===== config.mk =====
export PLATFORM = sky130hd
export DESIGN_NAME = tcam_update_engine
export DESIGN_NICKNAME = d
export VERILOG_FILES = /design/src/rtl/tcam_upd_pkg.sv /design/src/rtl/upd_seg_merge.sv /design/src/rtl/upd_sweep_ctrl.sv /design/src/rtl/tcam_update_engine.sv
export SDC_FILE = /design/constraint.sdc
export NUM_CORES = 1
export LEC_CHECK = 0
export BUFFER_PORTS_ARGS = -buffer_cell sky130_fd_sc_hd__buf_2
export CORE_MARGIN = 5
export CORE_UTILIZATION = 40
export DETAILED_ROUTE_END_ITERATION = 8
export PLACE_DENSITY = 0.76
export RECOVER_POWER = 25
export SKIP_LAST_GASP = 1
export SYNTH_ARGS = -nofsm -noshare
export SYNTH_HDL_FRONTEND = slang
export SYNTH_SLANG_ARGS = --single-unit

===== constraint.sdc =====
create_clock -name clk -period 1.17 [get_ports clk]
set_input_delay 0.1755 -clock clk [delete_from_list [all_inputs] [get_ports clk]]
set_output_delay 0.1755 -clock clk [all_outputs]
set_load 0.05 [all_outputs]

===== src/rtl/tcam_upd_pkg.sv =====
package tcam_upd_pkg;

    typedef enum logic [1:0] {
        UPD_IDLE,
        UPD_PRIME,
        UPD_SWEEP
    } upd_state_e;

endpackage


===== src/rtl/upd_seg_merge.sv =====
module upd_seg_merge #(
    parameter int SEG_W      = 2,
    parameter int UNIT_WORDS = 4,
    parameter int BIT_W      = 2
) (
    input  logic [SEG_W-1:0]      addr,
    input  logic [SEG_W-1:0]      key_seg,
    input  logic [SEG_W-1:0]      mask_seg,
    input  logic [UNIT_WORDS-1:0] old_word,
    input  logic [BIT_W-1:0]      bitsel,
    input  logic                  op_del,
    output logic [UNIT_WORDS-1:0] new_word
);

    logic hit;

    always_comb begin
        hit      = ((addr ^ key_seg) & mask_seg) == '0;
        new_word = old_word;
        new_word[bitsel] = hit & ~op_del;
    end

endmodule


===== src/rtl/upd_sweep_ctrl.sv =====
module upd_sweep_ctrl
    import tcam_upd_pkg::*;
#(
    parameter int KEY_W   = 8,
    parameter int SEG_W   = 2,
    parameter int ID_W    = 3,
    parameter int BIT_W   = 2,
    parameter int UNIT_IW = 1
) (
    input  logic               clk,
    input  logic               rst_n,
    input  logic               req_valid,
    input  logic [KEY_W-1:0]   req_key,
    input  logic [KEY_W-1:0]   req_mask,
    input  logic [ID_W-1:0]    req_id,
    input  logic               req_op,
    output upd_state_e         state,
    output logic [SEG_W-1:0]   cnt,
    output logic [UNIT_IW-1:0] unit,
    output logic [BIT_W-1:0]   bitsel,
    output logic [KEY_W-1:0]   key,
    output logic [KEY_W-1:0]   mask,
    output logic               op_del,
    output logic               done
);

    typedef struct packed {
        upd_state_e         state;
        logic [SEG_W-1:0]   cnt;
        logic [UNIT_IW-1:0] unit;
        logic [BIT_W-1:0]   bitsel;
        logic [KEY_W-1:0]   key;
        logic [KEY_W-1:0]   mask;
        logic               op_del;
        logic               done;
    } ctrl_t;

    ctrl_t st_d, st_q;

    always_comb begin
        st_d      = st_q;
        st_d.done = 1'b0;
        case (st_q.state)
            UPD_IDLE: begin
                if (req_valid) begin
                    st_d.state  = UPD_PRIME;
                    st_d.cnt    = '0;
                    st_d.unit   = UNIT_IW'(req_id >> BIT_W);
                    st_d.bitsel = BIT_W'(req_id);
                    st_d.key    = req_key;
                    st_d.mask   = req_mask;
                    st_d.op_del = req_op;
                end
            end
            UPD_PRIME: begin
                st_d.state = UPD_SWEEP;
            end
            UPD_SWEEP: begin
                st_d.cnt = st_q.cnt + 1'b1;
                if (&st_q.cnt) begin
                    st_d.state = UPD_IDLE;
                    st_d.done  = 1'b1;
                end
            end
            default: st_d.state = UPD_IDLE;
        endcase
    end

    always_ff @(posedge clk) begin
        if (!rst_n) begin
            st_q       <= '0;
            st_q.state <= UPD_IDLE;
        end else begin
            st_q <= st_d;
        end
    end

    assign state  = st_q.state;
    assign cnt    = st_q.cnt;
    assign unit   = st_q.unit;
    assign bitsel = st_q.bitsel;
    assign key    = st_q.key;
    assign mask   = st_q.mask;
    assign op_del = st_q.op_del;
    assign done   = st_q.done;

endmodule


===== src/rtl/tcam_update_engine.sv =====
module tcam_update_engine
    import tcam_upd_pkg::*;
#(
    parameter int KEY_W      = 8,
    parameter int SEG_W      = 2,
    parameter int UNIT_WORDS = 4,
    parameter int NUM_UNITS  = 2,
    localparam int SEGS      = KEY_W / SEG_W,
    localparam int ID_W      = (UNIT_WORDS * NUM_UNITS > 1) ? $clog2(UNIT_WORDS * NUM_UNITS) : 1
) (
    input  logic                                 clk,
    input  logic                                 rst_n,
    input  logic                                 req_valid,
    input  logic [KEY_W-1:0]                     req_key,
    input  logic [KEY_W-1:0]                     req_mask,
    input  logic [ID_W-1:0]                      req_id,
    input  logic                                 req_op,
    input  logic [NUM_UNITS*SEGS*UNIT_WORDS-1:0] ram_rd_data,
    output logic [SEG_W-1:0]                     ram_rd_addr,
    output logic [SEG_W-1:0]                     ram_wr_addr,
    output logic [SEGS*UNIT_WORDS-1:0]           ram_wr_data,
    output logic [NUM_UNITS-1:0]                 ram_wr_en,
    output logic                                 busy,
    output logic                                 done,
    output logic                                 lookup_ok
);

    localparam int BIT_W   = (UNIT_WORDS > 1) ? $clog2(UNIT_WORDS) : 1;
    localparam int UNIT_IW = (NUM_UNITS > 1) ? $clog2(NUM_UNITS) : 1;
    localparam int SLAB    = SEGS * UNIT_WORDS;

    upd_state_e         state;
    logic [SEG_W-1:0]   cnt;
    logic [UNIT_IW-1:0] unit;
    logic [BIT_W-1:0]   bitsel;
    logic [KEY_W-1:0]   key;
    logic [KEY_W-1:0]   mask;
    logic               op_del;
    logic [SLAB-1:0]    sel_rd;

    upd_sweep_ctrl #(
        .KEY_W(KEY_W), .SEG_W(SEG_W), .ID_W(ID_W), .BIT_W(BIT_W), .UNIT_IW(UNIT_IW)
    ) u_ctrl (
        .clk(clk), .rst_n(rst_n), .req_valid(req_valid), .req_key(req_key),
        .req_mask(req_mask), .req_id(req_id), .req_op(req_op), .state(state),
        .cnt(cnt), .unit(unit), .bitsel(bitsel), .key(key), .mask(mask),
        .op_del(op_del), .done(done)
    );

    always_comb begin
        sel_rd = '0;
        for (int u = 0; u < NUM_UNITS; u++) begin
            if (unit == UNIT_IW'(u)) sel_rd = ram_rd_data[u*SLAB +: SLAB];
        end
    end

    for (genvar s = 0; s < SEGS; s++) begin : g_seg
        upd_seg_merge #(
            .SEG_W(SEG_W), .UNIT_WORDS(UNIT_WORDS), .BIT_W(BIT_W)
        ) u_merge (
            .addr     (cnt),
            .key_seg  (key[s*SEG_W +: SEG_W]),
            .mask_seg (mask[s*SEG_W +: SEG_W]),
            .old_word (sel_rd[s*UNIT_WORDS +: UNIT_WORDS]),
            .bitsel   (bitsel),
            .op_del   (op_del),
            .new_word (ram_wr_data[s*UNIT_WORDS +: UNIT_WORDS])
        );
    end

    always_comb begin
        ram_wr_en   = '0;
        ram_wr_addr = cnt;
        ram_rd_addr = '0;
        if (state == UPD_SWEEP) begin
            ram_rd_addr = cnt + 1'b1;
            for (int u = 0; u < NUM_UNITS; u++) begin
                ram_wr_en[u] = (unit == UNIT_IW'(u));
            end
        end
    end

    assign busy      = (state != UPD_IDLE);
    assign lookup_ok = (state == UPD_IDLE);

endmodule


==> results.yml <==
power_and_ir_drop:
  p_seq_share_pct: 35.3
  intPower_w: 0.00164
  power.total_w: 0.00270
  powerDensity_nw_per_um2: 990
  p_switching_w: 0.00105
  p_leak_nw: 1.27
  swShare_pct: 39.0
  comb_power_share_pct: 50.2
  pwr-share-clk_pct: 14.5
  ir_worst_vdd_v: 0.000764
clock_tree:
  clockRootBuffer: "clkbuf_4"
  clock_path_buffers: 2
  cts_made_buffers: 3
  htree_levels: 1
  clock_sinks: 25
  clk_latency_ns: 0.32
  cts_hold_buf: 0
  tritoncts: "yes"
  path_clk_slew_ns: 0.14
sta:
  relSlewSlack_pct: 76.1
  layout_min_cycle_time_ns: 1.85
  fmax_ghz: 0.540
  grt_setup_unrepaired: "yes"
  setup_viol: 46
  slew_viol_final: 0
  tightest_slew_ns: 0.358
  finalHoldViolCount: 0
  skew_ns: 0.00917
  setup_slack_ns: -0.681
  fin_crit_sh_pct: 158
  fin_hold_ws_ns: 0.0706
global_routing:
  overflow: 0
  grt_pass1_vias: 1634
  grt_max_degree: 26
  gr-usage-all-layers_pct: 17.6
  grt_pass1_wl_mm: 7.05
  antenna_found_initial: 0
route:
  avgRoutedWirePerCell_um: 14.4
  vias: 1654
  drt_iter0_markers: 32
  wl_mm: 4.75
  drtAntennaViolNets: 0
  drt_pre_antenna_iters: 4
  remaining_drc_errors: 0
  avgViaCountPerCell: 5.00
synthesis:
  syn_area_per_cell_um2: 7.99
  synth_nets: 238
  ys_types: 25
  synthCells: 182
  yosysSeqAreaShare_pct: 34.4
  synth_area_um2: 1450
  synth_seq_cells: 25
  synth_warnings: 0
floorplan:
  core_area_um2: 3580
  dieArea_um2: 4940
  dieHeight_um: 70.3
  die_x_um: 70.3
  start_util_pct: 40.6
  fp-row-count: 22
  ios: 80
setup_path:
  cp.arrival_ns: 1.68
  crit_fanout: 5
  timing_worst_setup_path_type: "flop to primary output"
  r2r-end: "u_ctrl.unit"
  r2r_cells: 7
  reg2reg_slack_ns: -0.15
  start_kind: "flop"
  end_kind: "primary output"
  required_ns: 0.99
  r2r_start: "u_ctrl.state[1]"
finish:
  antennaDiodeCount: 0
  stdcell_area_um2: 2720
  num-nets-final: 340
  areaGrowthSynthToFinish_pct: 87.3
  stdcell_count: 331
  drive_above_1_share_pct: 64.0
place:
  finalWeightedCongestion: 0.838
  place_hpwl_mm: 3.22
  io_buffers: 79
  dpl-instance-area_um2: 2240
  placed_cells: 318
worst_hold_path:
  hold_depth: 3
  hold_end: "u_ctrl.mask[0]"
  hold_start: "req_mask[0]"
  hold_class: "input pin to flop"
status:
  status: "finished, violations left"
  violations: "setup timing"
job:
  cap_viol_max_count: 0
[per-layer routing]
layer	share of wire [%]	routed length [um]	GRT usage, %	up-vias
li1	-	-	-	819
met1	40	1900	19.2	767
met2	52	2490	33.7	64
met3	6.6	316	3.31	4
met4	1.0	49	5.11	0
met5	0	0	0	-
[critical path, stage by stage (launching register included)]
cell     delay [ns]
dfxtp_4        0.39
xor2_1         0.14
a221o_2        0.49
a21oi_4        0.17
buf_6          0.17
[metrics by stage]
step / setup slack [ns] / utilization [%] / setup TNS (ns)
finish: -0.681 / 76.1 / -14.07
global route: -0.740 / 76.1 / -16.57
CTS: -0.678 / 71.2 / -13.74
detailed placement: -0.434 / 62.7 / -6.33
global placement: -0.418 / 62.7 / -6.14
floorplan: -0.516 / - / -7.50
[cell usage after synthesis]
cell	number	area share [%]
or3b_1	1	0.60
nor3b_2	1	0.86
a21boi_1	20	10
a221o_1	4	2.8
nand2_1	53	14
mux2_2	12	9.3
buf_6	1	0.77
and2_1	4	1.7
or2_2	1	0.43
o21ai_1	12	4.1
inv_1	1	0.26
a21oi_1	4	1.4
buf_4	2	1.0
xor2_1	8	4.8
o21ai_0	1	0.34
dfxtp_1	25	34
buf_2	6	2.1
ha_1	1	0.86
nor2b_1	5	2.2
nand2b_1	4	1.7
a211oi_1	4	2.1
clkbuf_1	3	0.77
nor2_1	4	1.0
and3_1	1	0.43
o21a_1	4	2.1
[power groups by stage]
stage / sequential [W] / clock (W) / combinational (W)
final: 0.000951 / 0.000392 / 0.00135
after global routing: 0.000959 / 0.000444 / 0.00143
after CTS: 0.000948 / 0.000410 / 0.00126
after detailed placement: 0.000965 / 0 / 0.00106
after global placement: 0.000963 / 0 / 0.00105
after floorplan: 0.000963 / 0 / 0.000758
[kinds of logic after synthesis]
group / share of synthesized area, %
flops: 34.4
compound gates: 23.1
fa+ha+maj: 0.860
xor+xnor: 4.82
simple gates: 22.6
buf+inv: 4.90
mux: 9.29
[worst max-delay path by stage]
stage / from / end / slack (ns)
final: u_ctrl.cnt[1] / ram_wr_data[12] / -0.68
after global routing: u_ctrl.key[7] / ram_wr_data[13] / -0.74
after CTS: u_ctrl.cnt[0] / ram_wr_data[9] / -0.68
after detailed placement: u_ctrl.cnt[1] / ram_wr_data[8] / -0.43
after global placement: u_ctrl.cnt[1] / ram_wr_data[8] / -0.42
after floorplan: u_ctrl.cnt[1] / ram_wr_data[8] / -0.52
[layout make-up]
type / count / area (um2)
Multi-Input combinational cell: 144 / 1200
Timing Repair Buffer: 109 / 912
Clock buffer: 3 / 22.5
Inverter: 1 / 7.51
Fill cell: 255 / 855
Clock inverter: 1 / 6.26
Sequential cell: 25 / 519
Tap cell: 48 / 60.1
[state kept, by name, summed over array words and instances (netlist names)]
name,flops
u_ctrl.unit,1
u_ctrl.op_del,1
u_ctrl.key,8
u_ctrl.cnt,2
u_ctrl.done,1
u_ctrl.bitsel,2
u_ctrl.mask,8
u_ctrl.state,2
[repair_timing]
| action | in CTS | in global routing |
|---|---|---|
| gates cloned | 2 | 1 |
| endpoints found under the setup margin | 35 | 47 |
| pin swaps | 6 | 21 |
| endpoints found under the hold margin | 0 | 0 |
| resized for setup | 74 | 39 |
| buffers inserted | 4 | 2 |
[cell usage in the layout (no fill, tap or decap), types with 6 or more instances in the layout]
| cell | instances |
|---|---|
| a21boi_1 | 12 |
| a21boi_2 | 8 |
| buf_2 | 55 |
| buf_4 | 13 |
| buf_6 | 27 |
| buf_8 | 10 |
| dfxtp_1 | 16 |
| dfxtp_2 | 6 |
| mux2_2 | 12 |
| nand2_1 | 44 |
| nand2_4 | 7 |
| o21ai_4 | 12 |
| xor2_1 | 8 |
Power figures use the tool's default switching activity.
